**src/rtl/vnu_pkg.sv**
```systemverilog
`timescale 1ns/1ps
package vnu_pkg;

  typedef enum logic {
    MODE_UPDATE = 1'b0,
    MODE_INIT   = 1'b1
  } vnu_mode_e;

  // Largest magnitude of a message (symmetric range).
  function automatic int msg_limit(input int mw);
    return (1 << (mw - 1)) - 1;
  endfunction

  // Clamp a wide value into the symmetric message range.
  function automatic int sat_msg(input int v, input int mw);
    int lim;
    lim = msg_limit(mw);
    if (v > lim)       return lim;
    else if (v < -lim) return -lim;
    else               return v;
  endfunction

endpackage

```
**src/rtl/vnu_sum_tree.sv**
```systemverilog
`timescale 1ns/1ps
module vnu_sum_tree #(
  parameter int GAMMA = 3,
  parameter int MSG_W = 6,
  parameter int SUM_W = 10
) (
  input  logic [MSG_W-1:0]       intr_i,
  input  logic [GAMMA*MSG_W-1:0] c2v_i,
  output logic [SUM_W-1:0]       z_o
);
  logic signed [SUM_W-1:0] acc [GAMMA+1];

  assign acc[0] = SUM_W'($signed(intr_i));

  for (genvar g = 0; g < GAMMA; g++) begin : g_acc
    assign acc[g+1] = acc[g] + SUM_W'($signed(c2v_i[g*MSG_W +: MSG_W]));
  end

  assign z_o = acc[GAMMA];
endmodule

```
**src/rtl/vnu_edge.sv**
```systemverilog
`timescale 1ns/1ps
module vnu_edge
  import vnu_pkg::*;
#(
  parameter int MSG_W = 6,
  parameter int SUM_W = 10
) (
  input  logic [SUM_W-1:0] z_i,
  input  logic [MSG_W-1:0] c2v_i,
  input  logic [MSG_W-1:0] intr_i,
  input  vnu_mode_e        mode_i,
  input  logic             hard_i,
  output logic [MSG_W:0]   lane_o
);
  logic signed [SUM_W-1:0] extr;
  logic [MSG_W-1:0]        extr_sat;

  assign extr     = $signed(z_i) - SUM_W'($signed(c2v_i));
  assign extr_sat = MSG_W'(sat_msg(int'(extr), MSG_W));

  always_comb begin
    if (mode_i == MODE_INIT) lane_o = {hard_i, intr_i};
    else                     lane_o = {hard_i, extr_sat};
  end
endmodule

```
**src/rtl/vnu_top.sv**
```systemverilog
`timescale 1ns/1ps
module vnu_top
  import vnu_pkg::*;
#(
  parameter int GAMMA = 3,
  parameter int MSG_W = 6
) (
  input  logic                       clk,
  input  logic                       rst_n,
  input  logic                       in_valid_i,
  input  logic                       init_i,
  input  logic [MSG_W-1:0]           intr_i,
  input  logic [GAMMA*MSG_W-1:0]     c2v_i,
  output logic                       out_valid_o,
  output logic [MSG_W-1:0]           post_o,
  output logic [GAMMA*(MSG_W+1)-1:0] v2c_o
);
  localparam int SUM_W  = MSG_W + $clog2(GAMMA + 2) + 1;
  localparam int LANE_W = MSG_W + 1;

  vnu_mode_e                   mode;
  logic [SUM_W-1:0]            z_full;
  logic                        z_neg;
  logic                        hard_bit;
  logic [MSG_W-1:0]            post_d;
  logic [GAMMA*LANE_W-1:0]     lanes_d;

  assign mode = init_i ? MODE_INIT : MODE_UPDATE;

  vnu_sum_tree #(.GAMMA(GAMMA), .MSG_W(MSG_W), .SUM_W(SUM_W)) sum_i (
    .intr_i (intr_i),
    .c2v_i  (c2v_i),
    .z_o    (z_full)
  );

  // Named event: the unsaturated posterior is negative.
  assign z_neg    = z_full[SUM_W-1];
  assign hard_bit = (mode == MODE_INIT) ? intr_i[MSG_W-1] : z_neg;
  assign post_d   = (mode == MODE_INIT) ? intr_i
                  : MSG_W'(sat_msg(int'($signed(z_full)), MSG_W));

  for (genvar k = 0; k < GAMMA; k++) begin : g_edge
    vnu_edge #(.MSG_W(MSG_W), .SUM_W(SUM_W)) edge_i (
      .z_i    (z_full),
      .c2v_i  (c2v_i[k*MSG_W +: MSG_W]),
      .intr_i (intr_i),
      .mode_i (mode),
      .hard_i (hard_bit),
      .lane_o (lanes_d[k*LANE_W +: LANE_W])
    );
  end

  always_ff @(posedge clk or negedge rst_n) begin
    if (!rst_n) begin
      out_valid_o <= 1'b0;
      post_o      <= '0;
      v2c_o       <= '0;
    end else begin
      out_valid_o <= in_valid_i;
      if (in_valid_i) begin
        post_o <= post_d;
        v2c_o  <= lanes_d;
      end
    end
  end
endmodule

```
**config.mk**
```make
export PLATFORM = sky130hd
export DESIGN_NAME = vnu_top
export DESIGN_NICKNAME = d
export VERILOG_FILES = /design/src/rtl/vnu_pkg.sv /design/src/rtl/vnu_sum_tree.sv /design/src/rtl/vnu_edge.sv /design/src/rtl/vnu_top.sv
export SDC_FILE = /design/constraint.sdc
export NUM_CORES = 1
export LEC_CHECK = 0
export BUFFER_PORTS_ARGS = -buffer_cell sky130_fd_sc_hd__buf_2
export CORE_MARGIN = 2
export CORE_UTILIZATION = 50
export DETAILED_ROUTE_END_ITERATION = 10
export HOLD_SLACK_MARGIN = 0.1
export PLACE_DENSITY = 0.73
export SYNTH_ARGS = -nofsm -noshare
export SYNTH_HDL_FRONTEND = slang
export SYNTH_HIERARCHICAL = 1
export SYNTH_SLANG_ARGS = --single-unit
export TNS_END_PERCENT = 20
```
**constraint.sdc**
```tcl
create_clock -name clk -period 1 [get_ports clk]
set_clock_uncertainty 0.1 [all_clocks]
set_input_delay 0.2 -clock clk [delete_from_list [all_inputs] [get_ports clk]]
set_output_delay 0.2 -clock clk [all_outputs]
set_load 0.01 [all_outputs]
```
==> metrics.csv, run 1 <==
metric,value,unit
ios,56,
finalPower,24.54,mW
cts_sinks,28,
grt_pass1_vias,4212,
drtIter0Drc,256,
crit_end,v2c_o[7]$_DFFE_PN0P_,
tightestPinTransition,0.5643,ns
synth_top_family_by_area,compound AO/OA/AOI/OAI gates,
fin_crit,4.476,ns
yosys-mux-area-fraction,6.803,%
clock_power_share,3.8,%
synth-simple-area-share,16.84,%
multi_input_area,3267,um2
p_sw,11.54,mW
wl_per_cell,19.98,um
yosysWarnings,6,
power.internal,13.00,mW
cts_buffers,3,
pre_cts_slack,-3.848,ns
synth_edf_count,0,
critPathKind,in2reg,
ant_nets,0,
cts_tree,yes,
required,1.13,ns
vias,4241,
num_antenna_cells,0,
crit_path_end_kind,register,
synthesis.area,3789,um2
clk_pin_slew,0.11,ns
final_area,5896,um2
grt_max_degree,29,
status,finished with violations,
grt_pass1_wl,19.83,mm
cts_root_buf,clkbuf_8,
die_w,91.05,um
regArea,700.7,um2
grt_setup_unrepaired,yes,
cp-startpoint,intr_i[2],
combPwrFrac,88.5,%
maxSlewHeadroom,62.09,%
post-route-period-util,447.6,%
final_cell_mix,"buf_4, inv_1, buf_2",
dpl.hpwl,9.127,mm
synth_compound_area_share,24.21,%
drive_gt1_share,54.47,%
dr.pass1.iters,8,
hold_class,in2reg,
yosysUniqueCellTypes,71,
place_area,5241,um2
setup_viol,55,
die_h,91.05,um
min_from,in_valid_i,
portBuffers,55,
rrSetupSlack,-0.13,ns
htreeDepth,1,
synthArstFlopShare,100.0,%
fin_cells,703,
leakagePower,2.811,nW
timing.rr.start,post_o[0]$_DFFE_PN0P_,
synth-xor-area-share,5.515,%
start_util,51.96,%
nNetsFinal,684,
crit_arrival,4.61,ns
gr-usage-all-layers,29.80,%
rows,31,
placed_cells_incl_taps,684,
routed_via_density,6.033,
reg2reg_depth,2,
setup_slack,-3.476,ns
fillers,433,
synthFlopType,dfrtp_1,
timing.rr.end,post_o[0]$_DFFE_PN0P_,
fin_setup_tns,-85.05,ns
clock_latency,0.28,ns
worstSetupStartpointType,primary input,
synth_fa_ha_area_share,20.01,%
crit_path_max_fanout,4,
cts_buffer_depth,2,
drt-total-wl,14.05,mm
grt-ovfl-total,0,
ir_drop,3300,uV
syn_avg_cell_area,9.218,um2
seqPwrFrac,7.7,%
swShare,47.01,%
syn2layout_area_growth,55.61,%
place.gp.congestion,0.9639,
layout_commonest_cell,buf_4,
drc,0,
hold_viol,0,
core_area,7292,um2
violations,setup timing,
syn_nets,490,
synth_seq_cells,28,
postSynthCellCount,411,
power_density,4163,nW/um2
die_area,8289,um2
max_cap_violations,0,
antenna_found_initial,0,
fmax,223.4,MHz
yosysSeqAreaShare,18.49,%
slew_violations,0,
## per-stage QoR
stage               hold slack, ns  util [%]
floorplan                  -0.1956         -
global placement           0.05455     71.88
detailed placement         0.06589     71.88
CTS                         0.1531     77.08
global route                0.1407     80.85
finish                      0.1523     80.85
## layer usage
layer  global-route usage [%]  up-vias  share of wire, %
li1                         -     1872                 -
met1                    32.76     2039                36
met2                    55.43      244                51
met3                    3.817       86               6.2
met4                    15.66        0               7.1
met5                        0        -                 0
## timing repair
item                                   CTS  global route
gates resized for setup                 53            43
pin swaps                               39            35
setup buffers                            7             7
setup endpoints to repair               55            55
hold buffers                             1             0
endpoints found under the hold margin   28             0
## how the worst min path moves through the flow
stage | to | slack (ns) | depth (start not counted)
3_5_place_dp | v2c_o[14]$_DFFE_PN0P_ | 0.07 | 2
5_1_grt | out_valid_o$_DFF_PN0_ | 0.14 | 2
2_1_floorplan | out_valid_o$_DFF_PN0_ | -0.20 | 0
3_3_place_gp | v2c_o[18]$_DFFE_PN0P_ | 0.05 | 2
6_report | out_valid_o$_DFF_PN0_ | 0.15 | 2
4_1_cts | out_valid_o$_DFF_PN0_ | 0.15 | 2
## sequential cells by signal (all words and copies together), names as in the netlist
signal / flops
out_valid_o: 1
post_o: 6
v2c_o: 21
## critical path, cell delays in order
cell	delay, ns
buf_2	0.12
inv_1	0.07
fa_1	0.49
fa_1	0.45
buf_4	0.17
fa_2	0.40
nor2b_2	0.15
o31a_1	0.20
mux2i_1	0.22
nand2_2	0.13
buf_6	0.15
ha_4	0.25
nor2_4	0.10
or4b_4	0.48
nand3_4	0.11
buf_6	0.11
nor4_4	0.04
buf_6	0.15
buf_6	0.11
a221oi_4	0.27
mux2_4	0.21
## power groups by stage
stage / Clock (mW) / Sequential (mW) / Combinational [mW]
6_report: 0.927 / 1.89 / 21.7
5_1_grt: 0.969 / 1.92 / 22.9
4_1_cts: 0.929 / 1.84 / 18.8
3_5_place_dp: 0 / 1.86 / 17.0
3_3_place_gp: 0 / 1.83 / 16.4
2_1_floorplan: 0 / 2.07 / 10.5
## area by class of cell
| class | instances | share of cell area, % |
|---|---|---|
| clock buffer | 3 | 0.7003 |
| timing repair buffer | 199 | 25.13 |
| tap | 99 | 2.101 |
| clock inverter | 1 | 0.5093 |
| inverter | 65 | 4.266 |
| sequential | 28 | 11.88 |
| multi-input combinational | 308 | 55.41 |
## Yosys cell counts, types with 3 or more instances
master    instances  area share (%)
inv_1            64             6.3
ha_1             35              12
dfrtp_1          28              18
nor2_1           19             1.9
a21oi_1          18             2.4
fa_1             16             8.5
nand2_1          15             1.5
mux2_2           14             4.2
o21ai_0          12             1.6
xor2_1           10             2.3
nand2b_1          9             1.5
nor2b_1           9             1.5
nor3_1            9             1.2
o22ai_1           9             1.5
mux2_1            8             2.4
xnor2_1           7             1.6
buf_4             6             1.2
o21ai_2           6             1.4
a21oi_2           5             1.2
a221oi_2          5             2.0
a31oi_1           5            0.83
o21ai_1           5            0.66
o31ai_1           5            0.99
a21o_1            4            0.79
a222oi_1          4             1.1
or3_1             4            0.66
buf_2             3            0.40
nand3_1           3            0.40
nand3_2           3            0.79
nor3b_1           3            0.59
nor4_4            3             1.7
o2111a_1          3            0.89
o311ai_1          3            0.69
## cell families after synthesis
| kind of cell | count (synthesis) |
|---|---|
| AND/OR/NAND/NOR | 102 |
| multiplexers | 23 |
| adder cells (fa/ha/maj) | 51 |
| AO/OA/AOI/OAI | 112 |
| buffers and inverters | 75 |
| flip-flops | 28 |
| XOR/XNOR | 20 |
Note: power is estimated with default switching activity, not from simulation.
==> run 2: changes to the inputs <==
- BUFFER_PORTS_ARGS: -buffer_cell sky130_fd_sc_hd__buf_2 -> unset
- DONT_BUFFER_PORTS: unset -> 1
- PLACE_DENSITY: 0.73 -> 0.67
==> run 2 against run 1 <==
Effect of this change: sequential share of layout area grew 0.70 points; final area shrank 5.6%; clock-buffer cell count is the same; combinational power shrank 2%; flip-flop and latch count is the same; setup slack gained 0.058 ns; largest power group unchanged; non-clock buffer count shrank 64; the run ends with hold timing, setup timing left; register-to-register slack gained 0.22 ns; final cell count shrank 9.1%.
==> metrics.csv, run 2 (synthesized netlist as in run 1, its figures left out) <==
metric,value,unit,change
fin_setup_tns,-82.14,ns,was -85.05 ns
gr-usage-all-layers,27.56,%,was 29.80%
drive_gt1_share,49.44,%,was 54.47%
cts_tree,yes,,unchanged
setup_slack,-3.418,ns,was -3.476 ns
cts_root_buf,clkbuf_8,,unchanged
crit_path_max_fanout,4,,unchanged
largestRegisters,"v2c_o x21, post_o x6, out_valid_o x1",,unchanged
cts_buffers,3,,unchanged
die_w,91.05,um,unchanged
rows,31,,unchanged
dr.pass1.iters,5,,was 8
leakagePower,2.552,nW,was 2.811 nW
fmax,226.4,MHz,was 223.4 MHz
drtIter0Drc,192,,was 256
crit_arrival,4.48,ns,was 4.61 ns
hold_class,in2reg,,unchanged
worstSetupStartpointType,primary input,,unchanged
place.gp.congestion,0.8904,,was 0.9639
clock_power_share,3.7,%,was 3.8%
combPwrFrac,87.9,%,was 88.5%
fin_crit,4.418,ns,was 4.476 ns
final_area,5567,um2,was 5896 um2
cts_buffer_depth,2,,unchanged
num_antenna_cells,0,,unchanged
regMostFlops,v2c_o,,unchanged
holdWs,-0.1520,ns,was 0.1523 ns
final_cell_mix,"buf_4, inv_1, buf_6",,"was buf_4, inv_1, buf_2"
setup_viol,53,,was 55
seqPwrFrac,8.4,%,was 7.7%
violations,"hold timing, setup timing",,was setup timing
routed_via_density,5.825,,was 6.033
die_h,91.05,um,unchanged
cts_hold_buf,2,,was 1
clock_latency,0.27,ns,was 0.28 ns
antenna_found_initial,0,,unchanged
grt_pass1_vias,3958,,was 4212
regArea,700.7,um2,unchanged
tightestPinTransition,0.4442,ns,was 0.5643 ns
multi_input_area,3251,um2,was 3267 um2
grt_max_degree,36,,was 29
start_util,51.96,%,unchanged
ir_drop,3385,uV,was 3300 uV
post-route-period-util,441.8,%,was 447.6%
nNetsFinal,620,,was 684
grt_setup_unrepaired,yes,,unchanged
wl_per_cell,18.87,um,was 19.98 um
dpl.hpwl,8.479,mm,was 9.127 mm
max_cap_violations,0,,unchanged
slew_violations,0,,unchanged
htreeDepth,1,,unchanged
place_area,4836,um2,was 5241 um2
finalPower,24.09,mW,was 24.54 mW
maxSlewHeadroom,69.92,%,was 62.09%
layout_commonest_cell,buf_4,,unchanged
swShare,45.58,%,was 47.01%
cts_sinks,28,,unchanged
power.internal,13.11,mW,was 13.00 mW
p_sw,10.98,mW,was 11.54 mW
portBuffers,0,,was 55
syn2layout_area_growth,46.93,%,was 55.61%
fillers,506,,was 433
core_area,7292,um2,unchanged
hold_viol,21,,was 0
power_density,4327,nW/um2,was 4163 nW/um2
vias,3722,,was 4241
drt-total-wl,12.06,mm,was 14.05 mm
largest_reg_flops,21,,unchanged
die_area,8289,um2,unchanged
status,finished with violations,,unchanged
required,1.06,ns,was 1.13 ns
critPathKind,in2reg,,unchanged
crit_path_end_kind,register,,unchanged
ios,56,,unchanged
grt-ovfl-total,0,,unchanged
clk_pin_slew,0.10,ns,was 0.11 ns
ant_nets,0,,unchanged
drc,0,,unchanged
grt_pass1_wl,18.68,mm,was 19.83 mm
[run 2: what timing repair did]
item                                   CTS  global route
setup endpoints to repair               54            55
pin swaps                               31            29
endpoints found under the hold margin   56            28
setup buffers                           10             8
gates resized for setup                 48            56
[run 2: layout make-up]
cell class                      instances  share of cell area, %
Tap cell                               99                  2.225
Sequential cell                        28                  12.59
Inverter                               65                  4.563
Clock buffer                            3                 0.7417
Multi-Input combinational cell        308                  58.40
Clock inverter                          1                 0.5394
Timing Repair Buffer                  135                  20.95
[run 2: worst max-delay path: stages]
cell	delay, ns
fa_1	0.49
fa_1	0.53
ha_2	0.19
inv_2	0.04
fa_2	0.36
nor2b_4	0.14
o31a_1	0.17
mux2i_1	0.24
nand2_2	0.15
ha_4	0.20
or4_4	0.54
o22ai_4	0.15
xor2_2	0.25
buf_4	0.15
and4_4	0.22
a22o_1	0.14
a21oi_1	0.06
mux2_4	0.25
[run 2: power by group through the flow]
stage	Combinational [mW]	Sequential, mW	Clock (mW)
after global placement	16.2	1.91	0
final	21.2	2.03	0.885
after floorplan	10.5	2.07	0
after global routing	22.5	2.07	0.951
after detailed placement	16.7	1.93	0
after CTS	18.7	1.99	0.896
[run 2: per-stage QoR]
step	setup slack (ns)	std cells	util [%]
2_1_floorplan	-3.369	411	-
3_3_place_gp	-3.620	615	66.32
3_5_place_dp	-3.676	615	66.32
4_1_cts	-3.247	631	72.12
5_1_grt	-3.601	639	76.34
6_report	-3.418	639	76.34
[run 2: final timing paths]
| path | from | to | slack, ns | cells past startpoint |
|---|---|---|---|---|
| setup / recovery | c2v_i[7] | v2c_o[0]$_DFFE_PN0P_ | -3.42 | 18 |
| hold / removal | in_valid_i | out_valid_o$_DFF_PN0_ | -0.15 | 0 |
| setup reg to reg | v2c_o[1]$_DFFE_PN0P_ | v2c_o[1]$_DFFE_PN0P_ | 0.09 | 1 |
| hold reg to reg | v2c_o[16]$_DFFE_PN0P_ | v2c_o[16]$_DFFE_PN0P_ | 0.43 | 1 |
| max in group asynchronous | rst_n | v2c_o[3]$_DFFE_PN0P_ | 0.33 | 2 |
| min in group asynchronous | rst_n | v2c_o[17]$_DFFE_PN0P_ | 0.30 | 2 |
[run 2: routing by layer]
metal / vias to the layer above / track usage, % / wire length [um]
met4: 0 / 8.838 / 322
li1: 1732 / - / -
met5: - / 0 / 0
met1: 1855 / 33.42 / 4848
met2: 107 / 49.81 / 6371
met3: 28 / 4.232 / 514
